<file path="src/rtl/irqc_pkg.sv">
package irqc_pkg;

    localparam int NSRC  = 8;
    localparam int IDXW  = $clog2(NSRC);
    localparam int DW    = 8;
    localparam int AW    = 3;
    localparam int NMI_ARM_BIT = 4;

    // 1 = level-sensitive source, 0 = edge-latched source
    localparam logic [NSRC-1:0] LEVEL_KIND = 8'b0000_1101;

    typedef enum logic [AW-1:0] {
        RA_BASE  = 3'd0,
        RA_MASK  = 3'd1,
        RA_PEND  = 3'd2,
        RA_CLEAR = 3'd3,
        RA_NMI   = 3'd4
    } reg_addr_e;

    typedef struct packed {
        logic [DW-1:IDXW] base_hi;
        logic [NSRC-1:0]  mask;
        logic             nmi_arm;
    } cfg_t;

    typedef struct packed {
        logic            hit;
        logic [IDXW-1:0] idx;
    } pick_t;

    // highest-numbered set bit wins
    function automatic pick_t pick_highest(input logic [NSRC-1:0] v);
        pick_t r;
        r = '0;
        for (int i = 0; i < NSRC; i++) begin
            if (v[i]) begin
                r.hit = 1'b1;
                r.idx = IDXW'(i);
            end
        end
        return r;
    endfunction

endpackage

</file>
<file path="src/rtl/irqc_regs.sv">
module irqc_regs
    import irqc_pkg::*;
(
    input  logic                 clk,
    input  logic                 rst,
    input  logic                 reg_wr,
    input  logic [AW-1:0]        reg_addr,
    input  logic [DW-1:0]        reg_wdata,
    input  logic [NSRC-1:0]      pending,
    output cfg_t                 cfg,
    output logic [NSRC-1:0]      clear_bits,
    output logic [DW-1:0]        reg_rdata
);

    cfg_t cfg_q;

    always_ff @(posedge clk) begin
        if (rst) begin
            cfg_q <= '0;
        end else if (reg_wr) begin
            case (reg_addr)
                RA_BASE: cfg_q.base_hi <= reg_wdata[DW-1:IDXW];
                RA_MASK: cfg_q.mask    <= reg_wdata[NSRC-1:0];
                RA_NMI:  cfg_q.nmi_arm <= reg_wdata[NMI_ARM_BIT];
                default: ;
            endcase
        end
    end

    assign cfg = cfg_q;

    always_comb begin
        clear_bits = '0;
        if (reg_wr && reg_addr == RA_CLEAR) begin
            clear_bits = reg_wdata[NSRC-1:0];
        end
    end

    always_comb begin
        reg_rdata = '0;
        case (reg_addr)
            RA_BASE: reg_rdata = {cfg_q.base_hi, {IDXW{1'b0}}};
            RA_MASK: reg_rdata = cfg_q.mask;
            RA_PEND: reg_rdata = pending;
            RA_NMI:  reg_rdata[NMI_ARM_BIT] = cfg_q.nmi_arm;
            default: reg_rdata = '0;
        endcase
    end

endmodule

</file>
<file path="src/rtl/irqc_pending.sv">
module irqc_pending
    import irqc_pkg::*;
#(
    parameter int              N     = NSRC,
    parameter logic [N-1:0]    LEVEL = LEVEL_KIND
) (
    input  logic          clk,
    input  logic          rst,
    input  logic [N-1:0]  cond,
    input  logic [N-1:0]  mask,
    input  logic [N-1:0]  clear_bits,
    output logic [N-1:0]  pending
);

    for (genvar i = 0; i < N; i++) begin : g_src
        if (LEVEL[i]) begin : g_level
            // follows the condition; nothing to acknowledge
            assign pending[i] = cond[i] & mask[i];
        end else begin : g_edge
            logic cond_q;
            logic latch_q;
            logic rise;

            assign rise = cond[i] & ~cond_q & mask[i];

            always_ff @(posedge clk) begin
                if (rst) begin
                    cond_q  <= 1'b0;
                    latch_q <= 1'b0;
                end else begin
                    cond_q  <= cond[i];
                    // new edge beats a same-cycle clear; disabling drops the latch
                    latch_q <= rise | (latch_q & ~clear_bits[i] & mask[i]);
                end
            end

            assign pending[i] = latch_q & mask[i];
        end
    end

endmodule

</file>
<file path="src/rtl/irqc_prio.sv">
module irqc_prio
    import irqc_pkg::*;
(
    input  logic [NSRC-1:0]   pending,
    input  logic [DW-1:IDXW]  base_hi,
    input  logic              irq_ack,
    output logic              irq_req,
    output logic [DW-1:0]     irq_vector
);

    pick_t win;

    assign win        = pick_highest(pending);
    assign irq_req    = win.hit;
    assign irq_vector = irq_ack ? {base_hi, win.idx} : '0;

endmodule

</file>
<file path="src/rtl/irqc_nmi.sv">
module irqc_nmi (
    input  logic clk,
    input  logic rst,
    input  logic batt_low,
    input  logic arm,
    output logic nmi_req
);

    logic batt_q;

    always_ff @(posedge clk) begin
        if (rst) begin
            batt_q  <= 1'b0;
            nmi_req <= 1'b0;
        end else begin
            batt_q  <= batt_low;
            nmi_req <= arm & batt_low & ~batt_q;
        end
    end

endmodule

</file>
<file path="src/rtl/irqc_top.sv">
module irqc_top
    import irqc_pkg::*;
(
    input  logic                 clk,
    input  logic                 rst,
    input  logic [NSRC-1:0]      src_cond,
    input  logic                 batt_low,
    input  logic                 reg_wr,
    input  logic [AW-1:0]        reg_addr,
    input  logic [DW-1:0]        reg_wdata,
    output logic [DW-1:0]        reg_rdata,
    output logic                 irq_req,
    input  logic                 irq_ack,
    output logic [DW-1:0]        irq_vector,
    output logic                 nmi_req
);

    cfg_t            cfg;
    logic [NSRC-1:0] clear_bits;
    logic [NSRC-1:0] pending;

    irqc_regs u_regs (
        .clk        (clk),
        .rst        (rst),
        .reg_wr     (reg_wr),
        .reg_addr   (reg_addr),
        .reg_wdata  (reg_wdata),
        .pending    (pending),
        .cfg        (cfg),
        .clear_bits (clear_bits),
        .reg_rdata  (reg_rdata)
    );

    irqc_pending #(
        .N     (NSRC),
        .LEVEL (LEVEL_KIND)
    ) u_pending (
        .clk        (clk),
        .rst        (rst),
        .cond       (src_cond),
        .mask       (cfg.mask),
        .clear_bits (clear_bits),
        .pending    (pending)
    );

    irqc_prio u_prio (
        .pending    (pending),
        .base_hi    (cfg.base_hi),
        .irq_ack    (irq_ack),
        .irq_req    (irq_req),
        .irq_vector (irq_vector)
    );

    irqc_nmi u_nmi (
        .clk      (clk),
        .rst      (rst),
        .batt_low (batt_low),
        .arm      (cfg.nmi_arm),
        .nmi_req  (nmi_req)
    );

endmodule

</file>
<file path="config.mk">
export PLATFORM = sky130hd
export DESIGN_NAME = irqc_top
export DESIGN_NICKNAME = d
export VERILOG_FILES = /design/src/rtl/irqc_pkg.sv /design/src/rtl/irqc_regs.sv /design/src/rtl/irqc_pending.sv /design/src/rtl/irqc_prio.sv /design/src/rtl/irqc_nmi.sv /design/src/rtl/irqc_top.sv
export SDC_FILE = /design/constraint.sdc
export NUM_CORES = 1
export LEC_CHECK = 0
export BUFFER_PORTS_ARGS = -buffer_cell sky130_fd_sc_hd__buf_4
export CORE_MARGIN = 4
export CORE_UTILIZATION = 30
export DETAILED_ROUTE_END_ITERATION = 7
export GPL_TIMING_DRIVEN = 0
export HOLD_SLACK_MARGIN = 0.15
export MAX_ROUTING_LAYER = met4
export PLACE_DENSITY = 0.54
export RECOVER_POWER = 25
export SLEW_MARGIN = 0
export SYNTH_ARGS = -nofsm -noshare
export SYNTH_HDL_FRONTEND = slang
export SYNTH_SLANG_ARGS = --single-unit
</file>
<file path="constraint.sdc">
create_clock -name clk -period 2.45 [get_ports clk]
set_input_delay 0.1225 -clock clk [delete_from_list [all_inputs] [get_ports clk]]
set_output_delay 0.1225 -clock clk [all_outputs]
set_load 0.05 [all_outputs]
</file>
# ---- Word-level counts from Yosys, hierarchy flattened
# Cells that the tools add are included.
dict set report op_classes {
  n_addsub 0
  mul 0
  div 0
  n_lt_le_gt_ge 0
  eq_ne 4
  n_shift 0
  n_mux 13
  bitwise_logic 46
  reduce_logical 5
}
# op n
set op_table {}
lappend op_table {{two-way mux 4 bit} 8}
lappend op_table {{AND 1 bit} 30}
lappend op_table {{two-way mux 8 bit} 2}
lappend op_table {{one-hot mux 4 bit (3 select lines)} 1}
lappend op_table {{inverter 1 bit} 11}
lappend op_table {{one-hot mux 3 bit (3 select lines)} 1}
lappend op_table {{== test 3 x 2 -> 1 bit (second input constant)} 2}
lappend op_table {{AND reduction 2 bit} 3}
lappend op_table {{OR 1 bit} 5}
lappend op_table {{one-hot mux 1 bit (4 select lines)} 1}
lappend op_table {{== test 3 x 1 -> 1 bit (second input constant)} 1}
lappend op_table {{== test 3 bit (second input constant)} 1}
lappend op_table {{zero test 3 bit} 1}
lappend op_table {{logical AND 1 bit} 1}
dict set report word_totals {
  ff_bits 26
  latch_bits 0
  ramBits 0
  rom_bits 0
  inputBits 24
  output_inout_bits 18
  word_cells 83
  memories 0
}

# ---- Logic depth before layout (Yosys ltp)
dict set report depth {
  depth_word 10
  mapped_depth 4
  ltp_nobuf 3
}

# ---- By module
# Synthesis repeated with hierarchy kept, for this count alone.
dict set report unflattened {
  cells_unflattened 165
  area_unflattened_um2 1506.4
}
# module n_inst cells_per_inst area_each_um2 seq_area_each_um2
set modules_own_cells {}
lappend modules_own_cells {irqc_regs 1 100 917.1 280.3}
lappend modules_own_cells {irqc_pending 1 43 412.9 200.2}
lappend modules_own_cells {irqc_prio 1 18 116.4 0.0}
lappend modules_own_cells {irqc_nmi 1 4 60.1 40.0}

# ---- Least setup slack after synthesis
# Ideal clock, no wire load.
dict set report synth_path {
  kind {reg2out}
  startpoint {reg, netlist name u_regs.cfg[6]}
  endpoint {out irq_vector[0]}
  arrival_time_ns 1.776
  required_ns 2.328
  slack_ns 0.551
  path_stages_with_launch 4
  path_buffers 0
  path_cell_list {dfxtp_1 a22o_1 a31oi_1 o31ai_1}
}
dict set report synth_via {
  elab_chain_cells 5
}
# item line
set synth_rtl {}
lappend synth_rtl {{AND 1 bit} irqc_pending.sv:37} ;# assign pending[i] = latch_q & mask[i];
lappend synth_rtl {{two-way mux 4 bit (3 in a row)} irqc_pkg.sv:36} ;# if (v[i]) begin
lappend synth_rtl {{two-way mux 8 bit} irqc_prio.sv:15} ;# assign irq_vector = irq_ack ? {base_hi, win.idx} : '0;
lappend synth_rtl {{to (decl)} irqc_top.sv:14} ;# output logic [DW-1:0] irq_vector,
# No other way between the ends.

# ---- Final worst setup path
dict set report layout_path {
  startpoint {in rst}
  endpoint {reg, netlist name u_regs.cfg[12]}
}
# item line
set layout_lines {}
lappend layout_lines {{from (decl)} irqc_top.sv:5} ;# input logic rst,
# No word-level cell between the ends.

==> metrics.yaml <==
critical_path:
  arrival_ns: 1.82
  path_common_cell: "clkbuf_1"
  r2r_end: "u_pending.g_src[5].g_edge.latch_q$_SDFF_PP0_"
  crit_slowest_cell: "dlygate4sd3_1"
  cp_cell_sequence: "dlygate4sd3_1, clkbuf_1, clkbuf_1, buf_1, nor2_1"
  critPathTopFamily: "buffers and inverters"
  crit_type: "primary input to flip-flop"
  crit_buf_inv: 4
  start_kind: "primary input"
  rrSetupSlack_ns: 1.71
  reg2reg_depth: 2
  reg2reg_from: "u_pending.g_src[5].g_edge.latch_q$_SDFF_PP0_"
  cp.required_ns: 2.59
  end_kind: "flip-flop"
  cp_max_fo: 10
  crit_path_max_incr_delay_ns: 0.52
clocking:
  clk_pin_slew_ns: 0.10
  clock-sinks: 26
  cts_tree: "yes"
  cts-root-buf: "clkbuf_8"
  cts.path.max_buffers: 2
  cts_buffers: 3
  cts_resized: 0
  post-cts-setup-buffer-count: 0
  clkLatencyLatePin_ns: 0.27
  h-tree-depth: 1
pwr:
  p_sw_mw: 0.204
  switching_share_pct: 24.1
  internal-power_mw: 0.642
  ir_worst_vdd_mv: 0.267
  seqPwrFrac_pct: 51.9
  p_comb_share_pct: 15.2
  fin_total_pwr_mw: 0.847
  power_density_nw_per_um2: 460
  clkPwrFrac_pct: 33.0
  leakage_nw: 0.737
floorplan:
  die-area_um2: 5450
  num_rows: 23
  die_h_um: 73.8
  start_util_pct: 31.8
  die_w_um: 73.8
  ios: 42
  coreArea_um2: 4090
placed_design:
  dp_hpwl_mm: 2.68
  dp_cells: 242
  preCtsSetupSlack_ns: 1.12
  gp_congestion: 0.783
  io_buffers: 41
finish:
  layout_commonest_cell: "buf_4"
  fillers: 417
  layout-area-overhead-vs-synth_pct: 41.7
  drive_gt1_share_pct: 19.0
  final_cell_mix: "31 x buf_4, 26 x dfxtp_1, 15 x a21oi_1, 15 x dlygate4sd3_1, 14 x nor2_1"
  seqCellArea_um2: 520
  fin_cells: 261
  layout.nets: 236
  diodes: 0
  multiInputGateArea_um2: 718
sta:
  setup_viol_count_final: 0
  rsz0062_at_grt: "no"
  clock.fmax_mhz: 598
  finalClockSkew_ns: 0.00654
  finalHoldViolations: 0
  slew_viol_final: 0
  worst_slack_ns: 0.778
  period_share_pct: 68.2
  max-slew-margin-rel_pct: 60.5
  fin_crit_ns: 1.67
  worst_slew_pin_slew_ns: 0.595
  setup_tns_ns: 0
global_routing:
  grt_max_degree: 15
  groute.usage.overall_pct: 14.1
  grt_first_pass_wirelength_mm: 5.89
  first_global_vias: 1243
  overflow: 0
  grt_antenna_before_repair: 0
routing:
  via_per_inst: 4.79
  first_pass_iters: 4
  drc: 0
  wirelength_mm: 3.51
  drt-initial-drc-count: 52
  vias: 1251
  wl_per_cell_um: 13.4
  ant_nets: 0
min_path:
  holdPathStages: 3
  hold_class: "primary input to flip-flop"
  hold_start: "reg_wr"
  min_to: "u_regs.cfg[0]$_SDFFE_PP0P_"
yosys:
  synth_top_area_share_pct: 40.0
  synth_top_area_cell: "dfxtp_1"
  ys_seq_area_share_pct: 40.0
  synth_nets: 175
  syn_area_per_cell_um2: 8.61
  ys_ff_latch: 26
  synth.area.top_cells: "dfxtp_1 40%, mux2i_1 10%, a21oi_1 5.8%"
  synthCells: 151
  ys_types: 27
  syn_area_um2: 1300
  ys_warn_count: 0
run:
  max-cap-violations: 0
outcome:
  status: "finished, final reports clean"
## cells by family (layout without fill, tap and decap cells)
kind of cell    Yosys count  after routing  share of synthesized area, %
simple gates             66             66                          30.4
mux                      13             13                          10.0
buf+inv                  12             72                          4.72
compound gates           34             34                          14.8
flops                    26             26                          40.0
## power groups by stage
stage	sequential [mW]	clock, mW	combinational, mW
CTS	0.439	0.288	0.134
floorplan	0.447	0	0.0589
global placement	0.449	0	0.114
global route	0.441	0.313	0.141
detailed placement	0.449	0	0.115
finish	0.439	0.279	0.129
## synth_stat cells
library cell	instances
nor4b_4	1
clkbuf_1	3
nor4bb_1	1
buf_2	1
and2_1	6
buf_6	2
nand3_1	2
a22oi_1	2
mux2i_1	13
o21ai_0	10
nor4b_1	1
nor3b_1	3
a21oi_1	15
a31oi_1	2
o31ai_1	2
dfxtp_1	26
a22o_1	2
o211ai_1	1
nand2_1	10
nand4b_1	1
nand4_1	1
inv_1	5
buf_1	1
and3b_1	6
nand2b_1	11
nor2_1	14
nor2b_1	9
## worst reg2reg max path: cells and delay by family (launching register included)
family / cells / cell delay (ns)
flip-flops: 1 / 0.41
AO/OA/AOI/OAI: 2 / 0.27
## final cells by class
type                       count  share of cell area, %
multi-input combinational    113                   39.0
sequential                    26                   28.3
timing repair buffer          56                   23.0
tap                           50                   3.40
clock buffer                   4                   2.99
buffer                         7                   2.31
inverter                       5                   1.02
## worst max path at each step
| stage | start | end | slack [ns] | depth (start not counted) |
|---|---|---|---|---|
| floorplan | u_regs.cfg[6]$_SDFFE_PP0P_ | irq_vector[0] | 0.55 | 3 |
| global placement | reg_addr[1] | reg_rdata[5] | 1.11 | 6 |
| detailed placement | reg_addr[0] | u_regs.cfg[12]$_SDFFE_PP0P_ | 1.12 | 5 |
| CTS | u_regs.cfg[6]$_SDFFE_PP0P_ | irq_vector[0] | 0.79 | 4 |
| global route | rst | u_regs.cfg[10]$_SDFFE_PP0P_ | 0.65 | 5 |
| finish | rst | u_regs.cfg[12]$_SDFFE_PP0P_ | 0.78 | 5 |
## metrics by stage
step / utilization, % / cell area (um^2) / hold WS [ns]
after global routing: 45.1 / 1840 / 0.180
after detailed placement: 40.9 / 1670 / 0.355
after global placement: 40.9 / 1670 / 0.348
final: 45.1 / 1840 / 0.163
after floorplan: - / 1300 / 0.202
after CTS: 45.9 / 1880 / 0.159
## routing by layer
metal  global-route usage (%)  routed length, um  part of all wire, %
met2                     21.9               1680                   48
met3                     2.33                154                  4.4
met1                     19.3               1660                   47
met5                        -                  0                    0
met4                     3.02                 20                 0.57
## registers in the layout, indices dropped and copies added, names as in the netlist
| name | flops |
|---|---|
| u_nmi.nmi_req | 1 |
| u_pending.g_src.g_edge.latch_q | 5 |
| u_regs.cfg | 14 |
| u_pending.g_src.g_edge.cond_q | 5 |
| u_nmi.batt_q | 1 |
## timing repair
item / 4_1_cts / 5_1_grt
hold endpoints to repair: 24 / 0
setup endpoints to repair: 0 / 0
hold buffers: 15 / 0
Note: power is estimated with default switching activity, not from simulation.
